<file path="src/rtl/idiv_pkg.sv">
package idiv_pkg;

    typedef enum logic [2:0] {
        MD_U16  = 3'd0,
        MD_S16  = 3'd1,
        MD_U32  = 3'd2,
        MD_S32  = 3'd3,
        MD_FRAC = 3'd4
    } div_mode_e;

    typedef struct packed {
        logic is_signed;
        logic is_long;
        logic is_frac;
    } mode_info_t;

    function automatic mode_info_t decode_mode(logic [2:0] code);
        mode_info_t info;
        info = '0;
        case (code)
            MD_S16:  info.is_signed = 1'b1;
            MD_U32:  info.is_long   = 1'b1;
            MD_S32:  begin info.is_signed = 1'b1; info.is_long = 1'b1; end
            MD_FRAC: begin info.is_signed = 1'b1; info.is_frac = 1'b1; end
            default: info = '0;
        endcase
        return info;
    endfunction

endpackage

</file>
<file path="src/rtl/idiv_prep.sv">
// Operand conditioning: widening, fractional scaling and magnitude extraction.
module idiv_prep
    import idiv_pkg::*;
#(
    parameter int DW = 16
) (
    input  mode_info_t          info_i,
    input  logic [2*DW-1:0]     dividend_i,
    input  logic [DW-1:0]       divisor_i,
    output logic [2*DW-1:0]     dmag_o,
    output logic [DW-1:0]       vmag_o,
    output logic                dneg_o,
    output logic                vneg_o
);
    localparam int DDW = 2 * DW;

    logic [DDW-1:0] ext;

    always_comb begin
        if (info_i.is_frac) begin
            ext = {dividend_i[DW-1], dividend_i[DW-1:0], {(DW-1){1'b0}}};
        end else if (info_i.is_long) begin
            ext = dividend_i;
        end else if (info_i.is_signed) begin
            ext = {{DW{dividend_i[DW-1]}}, dividend_i[DW-1:0]};
        end else begin
            ext = {{DW{1'b0}}, dividend_i[DW-1:0]};
        end
        dneg_o = info_i.is_signed & ext[DDW-1];
        vneg_o = info_i.is_signed & divisor_i[DW-1];
        dmag_o = dneg_o ? (~ext + DDW'(1)) : ext;
        vmag_o = vneg_o ? (~divisor_i + DW'(1)) : divisor_i;
    end
endmodule

</file>
<file path="src/rtl/idiv_step.sv">
// One non-restoring step on a two's complement partial remainder.
module idiv_step #(
    parameter int DW = 16,
    parameter int RW = DW + 3
) (
    input  logic [RW-1:0] r_i,
    input  logic [DW-1:0] v_i,
    input  logic          bit_i,
    output logic [RW-1:0] r_o,
    output logic          q_o
);
    logic [RW-1:0] shifted;
    logic [RW-1:0] vx;

    always_comb begin
        shifted = {r_i[RW-2:0], bit_i};
        vx      = {{(RW-DW){1'b0}}, v_i};
        r_o     = r_i[RW-1] ? (shifted + vx) : (shifted - vx);
        q_o     = ~r_o[RW-1];
    end
endmodule

</file>
<file path="src/rtl/idiv_post.sv">
// Final remainder correction, sign restoration, range check and zero-divisor override.
module idiv_post #(
    parameter int DW = 16,
    parameter int QW = DW + 2,
    parameter int RW = DW + 3
) (
    input  logic [RW-1:0] r_fin_i,
    input  logic [QW-1:0] qmag_i,
    input  logic [DW-1:0] vmag_i,
    input  logic          sgn_i,
    input  logic          dneg_i,
    input  logic          vneg_i,
    input  logic          pre_ov_i,
    input  logic          dz_i,
    input  logic [DW-1:0] dlow_i,
    output logic [DW-1:0] quot_o,
    output logic [DW-1:0] rem_o,
    output logic          ov_o,
    output logic          dbz_o
);
    localparam logic [QW-1:0] HALF = QW'(1) << (DW - 1);

    logic [DW-1:0] rmag;
    logic          qneg;

    always_comb begin
        rmag = r_fin_i[RW-1] ? DW'(r_fin_i + {{(RW-DW){1'b0}}, vmag_i}) : r_fin_i[DW-1:0];
        qneg = sgn_i & (dneg_i ^ vneg_i);
        if (!sgn_i) begin
            ov_o = pre_ov_i | (|qmag_i[QW-1:DW]);
        end else if (qneg) begin
            ov_o = pre_ov_i | (qmag_i > HALF);
        end else begin
            ov_o = pre_ov_i | (qmag_i >= HALF);
        end
        quot_o = qneg ? (~qmag_i[DW-1:0] + DW'(1)) : qmag_i[DW-1:0];
        rem_o  = dneg_i ? (~rmag + DW'(1)) : rmag;
        dbz_o  = 1'b0;
        if (dz_i) begin
            quot_o = '1;
            rem_o  = dlow_i;
            ov_o   = 1'b0;
            dbz_o  = 1'b1;
        end
    end
endmodule

</file>
<file path="src/rtl/iter_divider.sv">
module iter_divider
    import idiv_pkg::*;
#(
    parameter int DW = 16
) (
    input  logic            clk,
    input  logic            rst_n,
    input  logic            start_i,
    input  logic            hold_i,
    input  logic [2:0]      mode_i,
    input  logic [2*DW-1:0] dividend_i,
    input  logic [DW-1:0]   divisor_i,
    output logic [DW-1:0]   quot_o,
    output logic [DW-1:0]   rem_o,
    output logic            done_o,
    output logic            ovf_o,
    output logic            dbz_o
);
    localparam int DDW  = 2 * DW;
    localparam int ITER = DW + 2;
    localparam int CW   = $clog2(ITER + 1);
    localparam int RW   = DW + 3;

    typedef struct packed {
        logic            busy;
        logic [CW-1:0]   cnt;
        logic [RW-1:0]   racc;
        logic [ITER-1:0] qsh;
        logic [DW-1:0]   vmag;
        logic            sgn;
        logic            dneg;
        logic            vneg;
        logic            pre_ov;
        logic            dz;
        logic [DW-1:0]   dlow;
        logic [DW-1:0]   quot;
        logic [DW-1:0]   rem;
        logic            done;
        logic            ov;
        logic            dbz;
    } st_t;

    st_t st_d, st_q;

    mode_info_t      info;
    logic [DDW-1:0]  dmag;
    logic [DW-1:0]   vmag;
    logic            dneg, vneg;
    logic [RW-1:0]   r_nxt;
    logic            q_bit;
    logic [ITER-1:0] qmag;
    logic [DW-1:0]   p_quot, p_rem;
    logic            p_ov, p_dbz;

    assign info = decode_mode(mode_i);
    assign qmag = {st_q.qsh[ITER-2:0], q_bit};

    idiv_prep #(.DW(DW)) u_prep (
        .info_i     (info),
        .dividend_i (dividend_i),
        .divisor_i  (divisor_i),
        .dmag_o     (dmag),
        .vmag_o     (vmag),
        .dneg_o     (dneg),
        .vneg_o     (vneg)
    );

    idiv_step #(.DW(DW), .RW(RW)) u_step (
        .r_i   (st_q.racc),
        .v_i   (st_q.vmag),
        .bit_i (st_q.qsh[ITER-1]),
        .r_o   (r_nxt),
        .q_o   (q_bit)
    );

    idiv_post #(.DW(DW), .QW(ITER), .RW(RW)) u_post (
        .r_fin_i  (r_nxt),
        .qmag_i   (qmag),
        .vmag_i   (st_q.vmag),
        .sgn_i    (st_q.sgn),
        .dneg_i   (st_q.dneg),
        .vneg_i   (st_q.vneg),
        .pre_ov_i (st_q.pre_ov),
        .dz_i     (st_q.dz),
        .dlow_i   (st_q.dlow),
        .quot_o   (p_quot),
        .rem_o    (p_rem),
        .ov_o     (p_ov),
        .dbz_o    (p_dbz)
    );

    always_comb begin
        st_d      = st_q;
        st_d.done = 1'b0;
        if (!st_q.busy) begin
            if (start_i) begin
                st_d.busy   = 1'b1;
                st_d.cnt    = CW'(ITER);
                st_d.racc   = RW'(dmag >> ITER);
                st_d.qsh    = dmag[ITER-1:0];
                st_d.vmag   = vmag;
                st_d.sgn    = info.is_signed;
                st_d.dneg   = dneg;
                st_d.vneg   = vneg;
                st_d.pre_ov = (dmag >> ITER) >= DDW'(vmag);
                st_d.dz     = (divisor_i == '0);
                st_d.dlow   = dividend_i[DW-1:0];
            end
        end else if (!hold_i) begin
            st_d.racc = r_nxt;
            st_d.qsh  = qmag;
            st_d.cnt  = st_q.cnt - CW'(1);
            if (st_q.cnt == CW'(1)) begin
                st_d.busy = 1'b0;
                st_d.done = 1'b1;
                st_d.quot = p_quot;
                st_d.rem  = p_rem;
                st_d.ov   = p_ov;
                st_d.dbz  = p_dbz;
            end
        end
    end

    always_ff @(posedge clk or negedge rst_n) begin
        if (!rst_n) begin
            st_q <= '0;
        end else begin
            st_q <= st_d;
        end
    end

    assign quot_o = st_q.quot;
    assign rem_o  = st_q.rem;
    assign done_o = st_q.done;
    assign ovf_o  = st_q.ov;
    assign dbz_o  = st_q.dbz;

    // Latency tracker for the checks below: counts unheld edges since capture.
    logic [CW-1:0] lat_q;
    always_ff @(posedge clk or negedge rst_n) begin
        if (!rst_n) begin
            lat_q <= '0;
        end else if (!st_q.busy && start_i) begin
            lat_q <= '0;
        end else if (st_q.busy && !hold_i) begin
            lat_q <= lat_q + CW'(1);
        end
    end


    done_pulse_chk: assert property (@(posedge clk) disable iff (!rst_n)
        done_o |=> !done_o);


    latency_chk: assert property (@(posedge clk) disable iff (!rst_n)
        done_o |-> (lat_q == CW'(ITER)));


    hold_freeze_chk: assert property (@(posedge clk) disable iff (!rst_n)
        (st_q.busy && hold_i) |=> !done_o);


    start_ignore_chk: assert property (@(posedge clk) disable iff (!rst_n)
        st_q.busy |=> $stable(st_q.vmag) && $stable(st_q.dlow));


    dbz_result_chk: assert property (@(posedge clk) disable iff (!rst_n)
        dbz_o |-> (quot_o == '1) && !ovf_o);

endmodule

</file>
<file path="config.mk">
export PLATFORM = sky130hd
export DESIGN_NAME = iter_divider
export DESIGN_NICKNAME = d
export VERILOG_FILES = /design/src/rtl/idiv_pkg.sv /design/src/rtl/idiv_prep.sv /design/src/rtl/idiv_step.sv /design/src/rtl/idiv_post.sv /design/src/rtl/iter_divider.sv
export SDC_FILE = /design/constraint.sdc
export NUM_CORES = 1
export LEC_CHECK = 0
export BUFFER_PORTS_ARGS = -buffer_cell sky130_fd_sc_hd__buf_2
export CAP_MARGIN = 5
export CORE_UTILIZATION = 25
export DETAILED_ROUTE_END_ITERATION = 6
export GPL_ROUTABILITY_DRIVEN = 1
export PLACE_DENSITY = 0.51
export SLEW_MARGIN = 0
export SYNTH_ARGS = -nofsm -noshare
export SYNTH_HDL_FRONTEND = slang
export SYNTH_HIERARCHICAL = 1
export SYNTH_SLANG_ARGS = --single-unit
export TNS_END_PERCENT = 50
</file>
<file path="constraint.sdc">
create_clock -name clk -period 9.57 [get_ports clk]
set_input_delay 0.957 -clock clk [delete_from_list [all_inputs] [get_ports clk]]
set_output_delay 0.957 -clock clk [all_outputs]
set_load 0.005 [all_outputs]
</file>
* Yosys cells after proc, flatten, opt, wreduce, memory -nomap -nowiden
Index checks and enable logic that the tools add are counted.
** Word-level totals
- Flip-flop bits (word level) :: 115
- Input bits :: 55
- Output and inout port bits :: 35
- Word-level logic and storage cells :: 80
** Cells by class
- $add $sub $neg :: 8
- Magnitude comparators :: 3
- Equality and inequality tests :: 6
- Multiplexer cells :: 25
- Bitwise operators :: 14
- Reduce and logical (&&, ||, !) cells :: 8
** Operators with widths (count)
- two-way mux 32 bit :: 4
- two-way mux 16 bit :: 6
- two-way mux 43 bit :: 2
- two-way mux 80 bit :: 1
- adder 16 x 1 -> 16 bit, second input constant :: 3
- inverter 16 bit :: 3
- adder 32 x 1 -> 32 bit, second input constant :: 1
- inverter 32 bit :: 1
- adder 19 x 16 -> 19 bit :: 1
- two-way mux 19 bit :: 1
- subtractor 19 x 16 -> 19 bit :: 1
- greater-or-equal comparator 18 x 16 -> 1 bit, second input constant :: 1
- > comparator 18 x 16 -> 1 bit, second input constant :: 1
- adder 16 bit :: 1
- greater-or-equal comparator 14 x 16 -> 1 bit :: 1
- logical NOT 16 bit :: 1
- two-way mux 3 bit :: 3
- two-way mux 1 bit :: 8
- == test 3 x 2 -> 1 bit, second input constant :: 2
- == test 5 x 1 -> 1 bit, second input constant :: 1
- subtractor 5 x 1 -> 5 bit, second input constant :: 1
- AND reduction 2 bit :: 2
- OR reduction 2 bit :: 2
- bitwise AND 1 bit :: 3
- 9 further kinds :: 13

* Logic depth before layout (Yosys ltp)
Gate-level depths: netlist (run 1).
- Depth after elaboration :: 12
- Gate-level depth with buffers :: 25
- Gate-level depth less buffers :: 23

* Cells and area by module
The synthesis (run 1) kept the hierarchy.
** Modules (own cells, without submodules)
- iter_divider :: times used 1, cells an instance 482, area each 5215.0 µm², seq. area each 2877.8 µm²
- idiv_post :: times used 1, cells an instance 310, area each 2105.8 µm², seq. area each 0.0 µm²
- idiv_prep :: times used 1, cells an instance 225, area each 1462.7 µm², seq. area each 0.0 µm²
- idiv_step :: times used 1, cells an instance 178, area each 1262.5 µm², seq. area each 0.0 µm²

* Worst setup path before layout (run 1)
Ideal clock, no wire load.
- Kind :: register -> register
- Start :: register st_q[57] (netlist name)
- End :: register st_q, in the netlist rem_o[11]
- Library setup time :: 0.125 ns
- Data arrival time :: 4.810 ns
- Required time :: 9.445 ns
- Slack :: 4.635 ns
- Stages on the path, launching flop included :: 24
- Buffers on the path :: 3
- Clock period less this slack :: 4.935 ns
- Cells stage by stage :: dfrtp_1 inv_1 ha_1 nor3b_1 and2_1 and3b_1 a21oi_1 xor2_1 ha_1 clkbuf_1 nand3_1 nor2_1 nand2_1 o211ai_1 o221a_2 xnor2_1 buf_2 buf_1 mux2i_4 or3b_1 o31ai_2 xnor2_1 o21ai_1 mux2_4
** Between the ends
- Elaborated cells between the ends (all ways) :: 9
- Classes of those cells :: add/sub (4); mux (4); bitwise (1)
** RTL lines
- start: declaration :: line iter_divider.sv:43 : st_t st_d, st_q;
- start signal: assignment :: line iter_divider.sv:128 : st_q <= st_d;
- subtractor 19 x 16 -> 19 bit or adder 19 x 16 -> 19 bit (tied branches) :: line idiv_step.sv:18 : r_o = r_i[RW-1] ? (shifted + vx) : (shifted - vx);
- two-way mux 19 bit (*) :: line idiv_step.sv:18
- net r_nxt[18] :: line iter_divider.sv:49 : logic [RW-1:0] r_nxt;
- two-way mux 16 bit (*) :: line idiv_post.sv:27 : rmag = r_fin_i[RW-1] ? DW'(r_fin_i + {{(RW-DW){1'b0}}, vmag_i}) : r_fin_i[DW-1:0];
- inverter 16 bit :: line idiv_post.sv:37 : rem_o = dneg_i ? (~rmag + DW'(1)) : rmag;
- adder 16 x 1 -> 16 bit :: line idiv_post.sv:37
- two-way mux 16 bit (*) :: line idiv_post.sv:37
- two-way mux 16 bit (*) :: line idiv_post.sv:39 : if (dz_i) begin
- net p_rem[11] :: line iter_divider.sv:52 : logic [DW-1:0] p_quot, p_rem;
Mark *: on every way through the listed nets, which the timed path passes. The rest lies on a longest branch.
A chain may end at the register's enable or synchronous reset.

* Worst setup path in the final report (run 1)
- Start :: register st_q[58] (netlist name)
- End :: register st_q, in the netlist rem_o[11]
The elaborated chain is that of the path after synthesis.

==> metrics, run 1 <==
H-tree levels 4; Layout Skew 0.0100 ns; I/O pins 90; Max Slew Vio Count 0; Avg WL per Cell 16.9 um; Critical Path RT 9.88 ns; # port buffers 89; CTS Root Cell clkbuf_16; Slowest-stage cell, CP nor4_1; DRT antenna net count 0; sequential fraction of the synthesis area 28.6%; synthesized flop and latch total 115; WL final 29800 um; Post-CTS Resized 0; top_reg_cell synth dfrtp_1; clock buffer depth 2; CP Capture Type flop; top cells by count, synth nand2_1, dfrtp_1, a21oi_1, nor2_1, o21ai_0; global-route wire length before repair 47300 um; TritonCTS clock tree done; worst min-delay path category reg2reg; top cell type's share of synthesized area 28.6%; dpl hpwl 22900 um; Max Cap Viol 0; share of post-route cells with drive strength above 1 17.6%; Post-synth EDFFs 0; drt first pass iters 7; synth warn 6; ys async rst share 100%; vias in the first global route 8352; fmax 174 MHz; Worst Max-Slew Pin Slew 0.916 ns; Die Y 202 um; crit path launch type flop; initial core utilization 25.3%; Critical Path AT 6.07 ns; DR DRC count 0; critical path class reg2reg; via count 8749; leading post-synthesis cells by cell area dfrtp_1, nand2_1, ha_1, xnor2_1, mux2_4; initial antenna violation count 0; initial drt markers 602; Critical Path Max Stage Delay 0.55 ns; final RePlAce weighted congestion 0.853; crit path time final 5.76 ns; cts bufs inserted 17; most common cell in the netlist nand2_1; setup_tns 0 ns; row count 73; Syn Nets 1307; gr usage total 14.6%; Core Region 0.0396 mm2; RSZ-0062 raised after global routing no; number of setup buffers added after CTS 0; Die W 202 um; clk slew on worst S/H paths 0.06 ns; slew margin rel. 38.8%; Mapped Area 0.0100 mm2; cts hold-fix bufs 0; Final Cycle Share 60.2%; via density per instance 4.96; Layout area overhead 12.1%; final setup fails 0; clk_lat worst skew 0.43 ns; Syn Area/Cell 8.41 um2; CP Cell Sequence nor4_1 > nand2_1 > nor4_1 > a31oi_1 > xor2_1 > ha_1 > a21oi_1 > o21ai_0 > nor2_1 > o211ai_1 > o221a_2 > xnor2_2 > buf_4 > inv_2 > a21oi_1 > nand3_1 > or3b_1 > o31ai_2 > xnor2_1 > o21ai_1 > mux2_4; synth unique cells 97; die area 0.0410 mm2; post-synth top area cell dfrtp_1; grt ovf 0; pin count of the biggest net entering global routing 67; nets 1337; crit-path max FO 28; status finished clean; n_diodes 0; Cells after Synth 1195; # clock sinks 115; Final Hold Fails 0
[stage by stage]
stage	area (um2)	util [%]	hold slack (ns)	worst slack, ns	cells
after global routing	11300	28.4	0.497	3.24	1763
after global placement	10700	27.0	0.464	3.98	1731
final	11300	28.4	0.475	3.81	1763
after CTS	11300	28.4	0.482	3.84	1763
after floorplan	10000	-	0.446	4.63	1195
after detailed placement	10700	27.0	0.466	3.85	1731
[cells by family (layout without fill, tap and decap cells)]
| group | after synthesis | in the layout | synth area share (%) |
|---|---|---|---|
| AND/OR/NAND/NOR | 439 | 439 | 21.8 |
| AO/OA/AOI/OAI | 310 | 310 | 20.9 |
| buffers and inverters | 134 | 177 | 7.00 |
| flip-flops | 115 | 115 | 28.6 |
| XOR/XNOR | 96 | 96 | 8.37 |
| adder cells (fa/ha/maj) | 57 | 57 | 7.25 |
| multiplexers | 44 | 44 | 6.07 |
[state kept, by name, summed over array words and instances, names as in the netlist]
register,cells
dbz_o,1
done_o,1
ovf_o,1
qmag,17
quot_o,16
rem_o,16
st_q,63
[worst paths after layout]
path / endpoint / depth (start not counted) / start / slack (ns)
max: rem_o[11] / 21 / st_q[58] / 3.81
max reg2reg: rem_o[11] / 21 / st_q[58] / 3.81
min in group asynchronous: quot_o[10] / 1 / rst_n / 0.65
min reg2reg: st_q[40] / 2 / st_q[40] / 0.47
min: st_q[40] / 2 / st_q[40] / 0.47
max in group asynchronous: st_q[98] / 2 / rst_n / 7.68
[layer usage]
layer	global-route usage (%)	part of all wire, %
met1	21.8	52
met2	21.1	42
met4	4.54	1.9
met3	2.31	4.0
met5	0	0
[final cells by class]
cell class                      instances  area (um2)
Sequential cell                       115        2880
Timing Repair Buffer                   97         508
Multi-Input combinational cell        946        6490
Inverter                               48         180
Clock buffer                           19         443
Clock inverter                         13         103
Tap cell                              525         657
Fill cell                            4283       28400
[cells in the final DEF (no fill, tap or decap), types with 9 or more instances in the layout]
master	Yosys	final
o31ai_1	9	9
a31oi_1	11	11
o21ai_1	11	11
o21ai_0	58	58
nand2_1	200	200
nor4_1	22	22
inv_1	45	45
clkbuf_16	0	17
dfrtp_1	115	115
nor3_1	29	28
nand2b_1	16	15
nand4_1	9	9
a22oi_1	35	35
nor2_1	72	71
a21oi_1	83	83
mux2_2	9	9
buf_2	12	88
ha_1	55	55
xor2_1	40	40
mux2_4	29	29
nor2b_1	11	9
a2bb2oi_1	11	11
a21o_1	17	17
nand3_1	12	12
buf_4	35	9
xnor2_1	56	55
[critical path, delay by kind of cell (launching register included)]
kind	cells	cell delay (ns)
simple gates	6	1.95
compound gates	8	1.55
mux	1	0.27
flops	1	0.44
buf+inv	2	0.56
fa+ha+maj	1	0.40
xor+xnor	3	0.44
Power of run 1 is not shown: default switching activity piles up to over one toggle a cycle in this logic, so the estimate is an artifact.
==> run 2: changes to the inputs <==
- clock period: 9.57 -> 5.3 ns (I/O delays scaled with it)
==> run 2 against run 1 <==
  * The flow now finishes with violations (DRC)
  * Non-clock buffer count increased by 53
  * Critical endpoint is now rem_o[15]
  * Worst setup slack worse by 3.5 ns
  * Flip-flop and latch count unchanged
  * Utilization is 1.5 points higher
  * Maximum frequency rose by 15%
  * Critical path depth increased by 1
  * Global-route usage increased by 0.73 points
  * Clock skew decreased by 0.0023 ns
  * Die area unchanged
  * Highest routed layer unchanged
  * Wire length grew 5.0%
  * Cell area up 5.3%
  * Via count rose by 3.1%
==> metrics, run 2 (same netlist as run 1, synthesis figures left out) <==
met2 routed WL 13400 um (+7.3%); crit path launch type flop; Metal-1 WL 16000 um (+3.4%); reg-to-reg endpoint rem_o[15]; Critical Path AT 5.32 ns (-0.75 ns); commonest cells after routing, fill and taps aside nand2_1, dfrtp_1, buf_2, a21oi_1, nor2_1; setup ws final 0.289 ns (-3.52 ns); Layout area overhead 18.0%; r2r setup slk 0.29 ns (-3.52 ns); hold slack 0.260 ns (-0.215 ns); clk_lat worst skew 0.42 ns (about the same); cts bufs inserted 17 (unchanged); worst r2r path cells 22 (+4.8%); die area 0.0410 mm2 (unchanged); WL final 31200 um (+5.0%); area of the multi-input gates 0.00661 mm2 (+1.8%); max reg flops 63 (unchanged); cts hold-fix bufs 0 (unchanged); initial drt markers 655 (+8.8%); fmax 200 MHz (+15%); gr usage total 15.3% (+0.73 points); DRT antenna net count 0 (unchanged); top layer in use met4; global-route wire length before repair 49200 um (+4.1%); Layout Skew 0.00769 ns (-0.00232 ns); # port buffers 89 (unchanged); CTS Root Cell clkbuf_16; fill count 4261 (-0.51%); final RePlAce weighted congestion 0.824 (-3.3%); row count 73 (unchanged); via count 9021 (+3.1%); Critical Path Max Stage Delay 0.46 ns (-0.09 ns); WL met3 1420 um (+18%); Final Hold Fails 0 (unchanged); Place WS 0.0139 ns (-3.84 ns); initial core utilization 25.3% (unchanged); clk slew on worst S/H paths 0.06 ns (about the same); Core Region 0.0396 mm2 (unchanged); I/O pins 90 (unchanged); fin util 29.9% (+1.5 points); pin count of the biggest net entering global routing 72 (+7.5%); Die W 202 um (unchanged); CP Cell Sequence nor4_2 > buf_4 > a21oi_1 > xor2_1 > ha_1 > a2111oi_1 > o21ai_1 > nand2_1 > o21ai_0 > a21boi_1 > xnor2_1 > ha_1 > nor2_1 > nand3b_1 > o32ai_1 > or3_1 > o311ai_1 > xor2_1 > buf_4 > nor4_2 > nor4_2 > mux2_2; slew margin rel. 33.5% (-5.3 points); Die Y 202 um (unchanged); Avg WL per Cell 17.2 um (+1.9%); drt first pass iters 7 (unchanged); nets 1390 (+4.0%); register area 0.00288 mm2 (about the same); crit path time final 5.01 ns (-0.748 ns); Max Slew Vio Count 0 (unchanged); H-tree levels 4 (unchanged); Max Cap Viol 0 (unchanged); n_diodes 0 (unchanged); worst min-delay path category in2async; most common cell after layout, fill and taps aside nand2_1; crit-path max FO 5 (-82%); Most Frequent Cell on Critical Path nor4_2; grt ovf 0 (unchanged); failing checks DRC; Worst Max-Slew Pin Slew 0.998 ns (+0.0813 ns); setup_tns 0 ns (unchanged); # clock sinks 115 (unchanged); dpl hpwl 24200 um (+5.9%); final setup fails 0 (unchanged); DR DRC count 2 (+2); worst r2r src st_q[59]; Critical Path RT 5.61 ns (-4.27 ns); initial antenna violation count 0 (unchanged); share of post-route cells with drive strength above 1 22.5% (+4.9 points); Final Cycle Share 94.5% (+34 points); Most flops, register st_q; vias in the first global route 8478 (+1.5%); via density per instance 4.97 (about the same); critical path class reg2reg; status complete, but fails checks; TritonCTS clock tree done; CP Capture Type flop; clock buffer depth 2 (unchanged); Slowest-stage cell, CP dfrtp_2
[run 2: metal layers]
| layer | up-vias | GRT usage, % |
|---|---|---|
| li1 | 4422 | - |
| met1 | 4323 | 23.2 |
| met2 | 250 | 22.4 |
| met3 | 26 | 2.22 |
| met4 | 0 | 3.73 |
| met5 | - | 0 |
[run 2: cell type report]
class,count,share of cell area [%]
well taps,525,5.54
clock inverters,14,1.48
multi-input cells,946,55.7
inverters,48,1.52
clock buffers,18,3.70
repair buffers,150,7.75
flip-flops and latches,115,24.3
[run 2: worst max-delay path by stage]
stage	slack [ns]	to	start	cells after the start
floorplan	0.36	rem_o[11]	st_q[57]	23
global placement	0.03	rem_o[15]	st_q[59]	21
detailed placement	0.01	rem_o[12]	st_q[59]	23
CTS	0.05	rem_o[15]	st_q[59]	21
global route	-0.05	rem_o[15]	st_q[56]	24
finish	0.29	rem_o[15]	st_q[59]	22
[run 2: through the flow]
step | cell area (um2) | std cells
after floorplan | 10000 | 1195
after global placement | 11100 | 1779
after detailed placement | 11100 | 1779
after CTS | 11700 | 1811
after global routing | 11900 | 1816
final | 11900 | 1816
[run 2: repair_timing]
| action | in CTS | in global routing |
|---|---|---|
| buffers inserted | 0 | 5 |
| gates resized for setup | 1 | 26 |
| pin swaps | 0 | 4 |
| hold endpoints to repair | 0 | 0 |
| setup endpoints to repair | 1 | 13 |
[run 2: worst max-delay path, delay by kind of cell (launching register included)]
family                   cells  cell delay (ns)
multiplexers                 1             0.25
buffers and inverters        2             0.33
AO/OA/AOI/OAI                7             1.23
adder cells (fa/ha/maj)      2             0.70
flip-flops                   1             0.46
AND/OR/NAND/NOR              7             1.43
XOR/XNOR                     3             0.46
Power of run 2 is left out for the same reason.
